===== config.mk =====
export PLATFORM = sky130hd
export DESIGN_NAME = mcast_dest_expander
export DESIGN_NICKNAME = d
export VERILOG_FILES = /design/src/rtl/mdx_pkg.sv /design/src/rtl/mdx_low_bit_find.sv /design/src/rtl/mdx_hdr_check.sv /design/src/rtl/mdx_node_calc.sv /design/src/rtl/mcast_dest_expander.sv
export SDC_FILE = /design/constraint.sdc
export NUM_CORES = 1
export LEC_CHECK = 0
export BUFFER_PORTS_ARGS = -buffer_cell sky130_fd_sc_hd__buf_2
export CAP_MARGIN = 0
export CORE_UTILIZATION = 25
export DETAILED_ROUTE_END_ITERATION = 8
export HOLD_SLACK_MARGIN = 0.02
export RECOVER_POWER = 50
export SYNTH_ARGS = -nofsm -noshare
export SYNTH_HDL_FRONTEND = slang
export SYNTH_SLANG_ARGS = --single-unit

===== constraint.sdc =====
create_clock -name clk -period 5.5 [get_ports clk]
set_input_delay 0.275 -clock clk [delete_from_list [all_inputs] [get_ports clk]]
set_output_delay 0.275 -clock clk [all_outputs]
set_load 0.03 [all_outputs]

===== src/rtl/mdx_pkg.sv =====
package mdx_pkg;
  localparam int DEF_VEC_W       = 256;
  localparam int DEF_NODE_W      = 15;
  localparam int DEF_SUB_W       = 6;
  localparam int DEF_SUB_REQ     = 16;
  localparam int DEF_STRIDE_LOG2 = 1;
endpackage


===== src/rtl/mdx_low_bit_find.sv =====
module mdx_low_bit_find #(
  parameter int VEC_W = 256,
  parameter int IDX_W = $clog2(VEC_W)
) (
  input  logic [VEC_W-1:0] vec,
  output logic [VEC_W-1:0] onehot,
  output logic [IDX_W-1:0] idx
);
  assign onehot = vec & (~vec + VEC_W'(1));

  for (genvar b = 0; b < IDX_W; b++) begin : g_bit
    logic [VEC_W-1:0] sel;
    for (genvar j = 0; j < VEC_W; j++) begin : g_pos
      if (((j >> b) & 1) == 1) begin : g_on
        assign sel[j] = onehot[j];
      end else begin : g_off
        assign sel[j] = 1'b0;
      end
    end
    assign idx[b] = |sel;
  end
endmodule


===== src/rtl/mdx_hdr_check.sv =====
module mdx_hdr_check #(
  parameter int SUB_W   = 6,
  parameter int SUB_REQ = 16
) (
  input  logic             multi,
  input  logic [SUB_W-1:0] subnode,
  output logic             ok
);
  assign ok = !multi && (subnode == SUB_W'(SUB_REQ));
endmodule


===== src/rtl/mdx_node_calc.sv =====
module mdx_node_calc #(
  parameter int NODE_W      = 15,
  parameter int IDX_W       = 8,
  parameter int STRIDE_LOG2 = 1
) (
  input  logic [NODE_W-1:0] base,
  input  logic [IDX_W-1:0]  idx,
  output logic [NODE_W-1:0] node
);
  localparam int SUM_W = NODE_W + IDX_W + STRIDE_LOG2 + 1;
  logic [SUM_W-1:0] sum;

  assign sum  = SUM_W'(base) + (SUM_W'(idx) << STRIDE_LOG2);
  assign node = sum[NODE_W-1:0];
endmodule


===== src/rtl/mcast_dest_expander.sv =====
module mcast_dest_expander
  import mdx_pkg::*;
#(
  parameter int VEC_W       = DEF_VEC_W,
  parameter int NODE_W      = DEF_NODE_W,
  parameter int SUB_W       = DEF_SUB_W,
  parameter int SUB_REQ     = DEF_SUB_REQ,
  parameter int STRIDE_LOG2 = DEF_STRIDE_LOG2
) (
  input  logic              clk,
  input  logic              rst,
  input  logic              ld_valid,
  output logic              ld_ready,
  input  logic [VEC_W-1:0]  ld_vec,
  input  logic [NODE_W-1:0] ld_base,
  input  logic              ld_multi,
  input  logic [SUB_W-1:0]  ld_subnode,
  output logic              out_valid,
  input  logic              out_ready,
  output logic [NODE_W-1:0] out_node,
  output logic              out_last,
  output logic              done,
  output logic              err
);
  localparam int IDX_W = $clog2(VEC_W);

  logic              busy_q;
  logic [VEC_W-1:0]  rem_q;
  logic [NODE_W-1:0] base_q;
  logic              vld_q;
  logic [NODE_W-1:0] node_q;
  logic              last_q;
  logic              done_q;
  logic              err_q;

  logic              hdr_ok;
  logic [VEC_W-1:0]  low_onehot;
  logic [IDX_W-1:0]  low_idx;
  logic [NODE_W-1:0] next_node;
  logic [VEC_W-1:0]  rem_next;
  logic              load_fire;
  logic              take_last;
  logic              advance;

  mdx_hdr_check #(
    .SUB_W   (SUB_W),
    .SUB_REQ (SUB_REQ)
  ) u_hdr (
    .multi   (ld_multi),
    .subnode (ld_subnode),
    .ok      (hdr_ok)
  );

  mdx_low_bit_find #(
    .VEC_W (VEC_W),
    .IDX_W (IDX_W)
  ) u_find (
    .vec    (rem_q),
    .onehot (low_onehot),
    .idx    (low_idx)
  );

  mdx_node_calc #(
    .NODE_W      (NODE_W),
    .IDX_W       (IDX_W),
    .STRIDE_LOG2 (STRIDE_LOG2)
  ) u_calc (
    .base (base_q),
    .idx  (low_idx),
    .node (next_node)
  );

  assign load_fire = ld_valid && !busy_q;
  assign rem_next  = rem_q & ~low_onehot;
  assign take_last = vld_q && out_ready && last_q;
  assign advance   = busy_q && (rem_q != '0) && (!vld_q || out_ready);

  always_ff @(posedge clk) begin
    if (rst) begin
      busy_q <= 1'b0;
      rem_q  <= '0;
      base_q <= '0;
      vld_q  <= 1'b0;
      node_q <= '0;
      last_q <= 1'b0;
      done_q <= 1'b0;
      err_q  <= 1'b0;
    end else begin
      done_q <= 1'b0;
      err_q  <= 1'b0;
      if (load_fire) begin
        if (!hdr_ok) begin
          err_q <= 1'b1;
        end else if (ld_vec == '0) begin
          done_q <= 1'b1;
        end else begin
          busy_q <= 1'b1;
          rem_q  <= ld_vec;
          base_q <= ld_base;
        end
      end
      if (busy_q) begin
        if (take_last) begin
          vld_q  <= 1'b0;
          last_q <= 1'b0;
          busy_q <= 1'b0;
          done_q <= 1'b1;
        end else if (advance) begin
          vld_q  <= 1'b1;
          node_q <= next_node;
          last_q <= (rem_next == '0);
          rem_q  <= rem_next;
        end
      end
    end
  end

  assign ld_ready  = !busy_q;
  assign out_valid = vld_q;
  assign out_node  = node_q;
  assign out_last  = last_q;
  assign done      = done_q;
  assign err       = err_q;
endmodule


==> metrics.md, run 1 <==
| Metric | Value |
|---|---|
| Power share of the clock group | 0.353 |
| CP most frequent cell | buf_4 |
| Most used DFF post-synth | dfxtp_1 |
| Most common cell after layout, fill and taps aside | buf_4 |
| Max-slew headroom | -0.381 |
| NumNets Final | 4914 |
| Pint | 4.93 mW |
| PnR worst setup slack | 0.0315 ns |
| Layout cells sized above 1 | 0.377 |
| Pwr per Cell Area | 200 mW/mm² |
| Synth area leaders | dfxtp_1, a22oi_1, nor2_1 |
| Setup crit end kind | flip-flop |
| CTS Sinks | 291 |
| Antenna violations before repair | 7 |
| Min cycle time layout | 5.47 ns |
| Final period util | 0.994 |
| Synth top area share | 0.268 |
| Top-Level Pins | 302 |
| Die Ht | 297 µm |
| Area Growth Syn to Fin | 73.8% |
| Cts bufs inserted | 37 |
| Synth Register Bits | 291 |
| Worst path cell trace | or4_4, nor4bb_4, and3_4, nand4_4, buf_6, buf_12, nor3_4, clkbuf_1, buf_4, nand4_1, nand3_1, o21ai_4, buf_4, o21ai_0, a22oi_1, nor2_1 |
| Commonest non-fill, non-tap cells in the layout | buf_4, nor2_1, nand2_1 |
| Buffer depth of the longest clock path | 3 |
| Pins Over Slew Limit | 76 |
| # port buffers | 301 |
| Switching Fraction | 0.347 |
| Die ar. | 0.0882 mm² |
| Final setup TNS | 0 ns |
| Die W | 297 µm |
| Combinational power share | 0.366 |
| Via Count | 33959 |
| First-pass detailed-route iteration total | 6 |
| Final Hold Viols | 0 |
| Slowest stage delay, CP | 1.06 ns |
| Mapped Area | 0.0217 mm² |
| Routed WL | 174000 µm |
| DRT iter0 DRCs | 4189 |
| Hpwl dp | 139000 µm |
| Post-synth cell types | 97 |
| CTS tree | yes |
| Grt ovf | 0 |
| Syn nets | 3412 |
| Fill cell count | 8869 |
| Effective utilization at floorplan | 0.254 |
| Mean post-synth cell area | 6.97 µm² |
| Most area-hungry cell type in the Yosys netlist | dfxtp_1 |
| Synthesized instance count | 3121 |
| Max cap viols | 1 |
| GRT Util Overall | 0.375 |
| Remaining DRCs | 0 |
| Vias in the first global route | 32872 |
| Critical path arrival | 5.99 ns |
| Leak Pwr | 17.3 nW |
| Startpoint types | flip-flop |
| Layout Skew | 0.0244 ns |
| Net Switching | 2.62 mW |
| RSZ-0062 raised after global routing | true |
| Row count | 107 |
| Count of flip-flops with a built-in enable after synthesis | 0 |
| Area of the core | 0.0857 mm² |
| Routed len/inst | 30.0 µm |
| Failing checks | max-capacitance violations, max-slew violations |
| CP max-delay cell | nand3_1 |
| Ys async rst share | 0 |
| Worst endpoint required time | 6.02 ns |
| Reg clk slew, reported paths | 0.06 ns |
| Hold Crit Class | in2reg |
| Part of the power in registers | 0.280 |
| GPL Wtd Cong | 1.10 |
| Actual slew at the worst max-slew pin | 2.07 ns |
| Max FO, Critical Path | 100 |
| Seq/Total Area, Yosys | 0.268 |
| H-tree depth | 2 |
| Clk_lat worst skew | 0.59 ns |
| Clock root buffer | clkbuf_16 |
| VDD IR max | 0.250 mV |
| Via density | 5.86 |
| F_max | 0.183 GHz |
| Pin count of the biggest net entering global routing | 100 |
| DRT antenna net count | 0 |
| Kind of critical path | reg2reg |
| Status | finished with violations |
| Pre-CTS setup slack | -0.561 ns |
| First-pass GRT wire length | 242000 µm |
| # setup viols final | 0 |
| Yosys warnings | 0 |
| Overall power | 7.55 mW |
-- repair_timing --
action,CTS,global route
setup buffers,2,40
hold buffers,252,0
setup endpoints to repair,9,9
pin swaps,22,80
hold endpoints to repair,251,0
gates resized for setup,94,248
gates cloned,1,2
-- sequential cells by signal, summed over array words and instances (netlist names) --
name       flops
base_q        15
busy_q         1
out_last       1
rem_q        256
err            1
out_node      15
out_valid      1
done           1
-- cells in the mapped netlist (all sizes together) (11+ instances only) --
cell	count
a2bb2oi	12
nor2	403
o2111ai	16
and2	33
a21oi	132
nand2	293
or2	20
and4	12
and3	48
nand4	117
nor4b	17
nor2b	26
a211oi	22
a221o	16
a2111oi	11
nand4b	13
dfxtp	291
o22ai	15
o21ai	280
or4	62
a22oi	220
inv	112
mux2i	16
nand2b	15
a22o	15
clkbuf	174
nor4	218
buf	30
or3	54
a221oi	17
nor3	142
nand3	118
-- cell type report --
class / instances / area [µm²] / share of cell area
inverter: 112 / 420 / 0.0111
tap: 1144 / 1430 / 0.0379
sequential: 291 / 5890 / 0.156
antenna: 2 / 5.00 / 0.000132
clock buffer: 51 / 1060 / 0.0280
timing repair buffer: 1667 / 12700 / 0.337
multi-input combinational: 2514 / 16000 / 0.424
clock inverter: 17 / 246 / 0.00652
-- kinds of logic (layout without fill, tap and decap cells) --
kind of cell / Yosys count / count (layout) / share of synthesized area
AND/OR/NAND/NOR: 1626 / 1626 / 0.401
AO/OA/AOI/OAI: 849 / 849 / 0.255
buffers and inverters: 316 / 1847 / 0.0572
flip-flops: 291 / 291 / 0.268
multiplexers: 16 / 16 / 0.00736
XOR/XNOR: 12 / 12 / 0.00483
adder cells (fa/ha/maj): 11 / 11 / 0.00644
other: 0 / 2 / 0
-- worst max-delay path: cells and delay by family, from the launching register on --
kind / cells / cell delay (ns)
AOI/OAI and AO/OA: 3 / 0.61
buffers and inverters: 5 / 1.22
DFF: 1 / 0.32
and+or+nand+nor: 8 / 3.15
-- per-layer routing --
metal | GRT usage | up-vias | part of all wire
li1 | - | 14920 | -
met1 | 0.481 | 16544 | 0.41
met2 | 0.608 | 2032 | 0.45
met3 | 0.0621 | 459 | 0.085
met4 | 0.185 | 4 | 0.060
met5 | 0 | - | 0.00013
-- through the flow --
step,hold WS (ns),instance area [µm²],cells,util
global route,0.0378,37800,5796,0.441
CTS,0.0203,36600,5758,0.427
global placement,0.437,32200,5435,0.376
detailed placement,0.444,32200,5435,0.376
finish,0.0323,37800,5798,0.441
floorplan,0.414,21700,3121,-
-- power by group through the flow --
stage	logic, mW	clock network (mW)	registers, mW
2_1_floorplan	0.702	0	2.17
3_3_place_gp	2.35	0	2.16
3_5_place_dp	2.33	0	2.16
4_1_cts	2.53	2.71	2.12
5_1_grt	2.81	2.78	2.12
6_report	2.76	2.67	2.12
-- final timing paths --
check	from	endpoint	slack, ns	cells past startpoint
hold / removal	ld_vec[186]	rem_q[186]$_SDFF_PP0_	0.03	3
hold reg to reg	out_node[5]$_SDFFE_PP0P_	out_node[5]$_SDFFE_PP0P_	0.45	2
setup / recovery	rem_q[4]$_SDFF_PP0_	rem_q[208]$_SDFF_PP0_	0.03	16
setup reg to reg	rem_q[4]$_SDFF_PP0_	rem_q[208]$_SDFF_PP0_	0.03	16
No activity file was read; power rests on OpenSTA's default activity.
==> run 2: changes to the inputs <==
--- a/config.mk
+++ b/config.mk
@@ -7,9 +7,10 @@
 export LEC_CHECK = 0
 export BUFFER_PORTS_ARGS = -buffer_cell sky130_fd_sc_hd__buf_2
 export CAP_MARGIN = 0
-export CORE_UTILIZATION = 25
+export CORE_UTILIZATION = 53
 export DETAILED_ROUTE_END_ITERATION = 8
 export HOLD_SLACK_MARGIN = 0.02
+export PLACE_DENSITY = 0.75
 export RECOVER_POWER = 50
 export SYNTH_ARGS = -nofsm -noshare
 export SYNTH_HDL_FRONTEND = slang
==> constraint.sdc (replaced) <==
create_clock -name clk -period 5.2 [get_ports clk]
set_input_delay 0.26 -clock clk [delete_from_list [all_inputs] [get_ports clk]]
set_output_delay 0.26 -clock clk [all_outputs]
set_load 0.03 [all_outputs]
==> run 2 against run 1 <==
Against the previous run:
- the flow now stops in global routing
- area after synthesis stayed put
- synthesized cell count stayed put
==> metrics.md, run 2 <==
| Metric | Value |
|---|---|
| Status | aborted with a tool error |
| Commonest cells post-synth | nor2_1, nand2_1, dfxtp_1 |
| GPL Wtd Cong | 1.50 |
| Placed cell count | 4583 |
| Pin count of the biggest net entering global routing | 196 |
| Cts bufs inserted | 31 |
| Top-Level Pins | 302 |
| Post-synth cell types | 97 |
| Die Ht | 205 µm |
| Mean post-synth cell area | 6.97 µm² |
| Grt ovf | 1774 |
| Most area-hungry cell type in the Yosys netlist | dfxtp_1 |
| CTS Sinks | 291 |
| Hpwl dp | 100000 µm |
| Seq/Total Area, Yosys | 0.268 |
| Ys async rst share | 0 |
| Clock root buffer | clkbuf_16 |
| Buffer depth of the longest clock path | 3 |
| Most used DFF post-synth | dfxtp_1 |
| # port buffers | 301 |
| Count of flip-flops with a built-in enable after synthesis | 0 |
| Err | [ERROR GRT-0116] Global routing finished with congestion. Check the congestion regions in the DRC Viewer. |
| Synth area leaders | dfxtp_1, a22oi_1, nor2_1 |
| GRT Util Overall | 0.864 |
| Row count | 73 |
| Syn nets | 3412 |
| Die W | 205 µm |
| Synthesized instance count | 3121 |
| Yosys warnings | 0 |
| Top-count cell post-synth | nor2_1 |
| Pre-CTS setup slack | -0.649 ns |
| Synth Register Bits | 291 |
| First-pass GRT wire length | 272000 µm |
| Synth top area share | 0.268 |
| Effective utilization at floorplan | 0.542 |
| Vias in the first global route | 41333 |
| Failed at | global routing |
| H-tree depth | 1 |
| Mapped Area | 0.0217 mm² |
-- run 2: cell counts after synthesis --
No cell type changed its count.
-- run 2: metrics by stage --
stage,hold slack [ns],area (µm²),utilization,TNS (ns)
after CTS,0.0220,33900,0.844,0
after detailed placement,0.447,29600,0.738,-3.79
after global placement,0.437,29600,0.738,-3.48
after floorplan,0.399,21700,-,0
-- run 2: repair_timing --
action,in CTS
hold buffers,272
gates resized for setup,88
buffers inserted,10
pin swaps,21
endpoints found under the setup margin,9
hold endpoints to repair,270
cloned,0
-- run 2: logic make-up after synthesis --
group | after synthesis | share of synthesized area
simple gates | 1626 | 0.401
flops | 291 | 0.268
mux | 16 | 0.00736
compound gates | 849 | 0.255
xor+xnor | 12 | 0.00483
buf+inv | 316 | 0.0572
fa+ha+maj | 11 | 0.00644
-- run 2: routing by layer --
metal / overflow / global-route usage
met1: 371 / 0.866
met2: 677 / 0.973
met3: 322 / 0.800
met4: 351 / 0.768
met5: 53 / 0.660
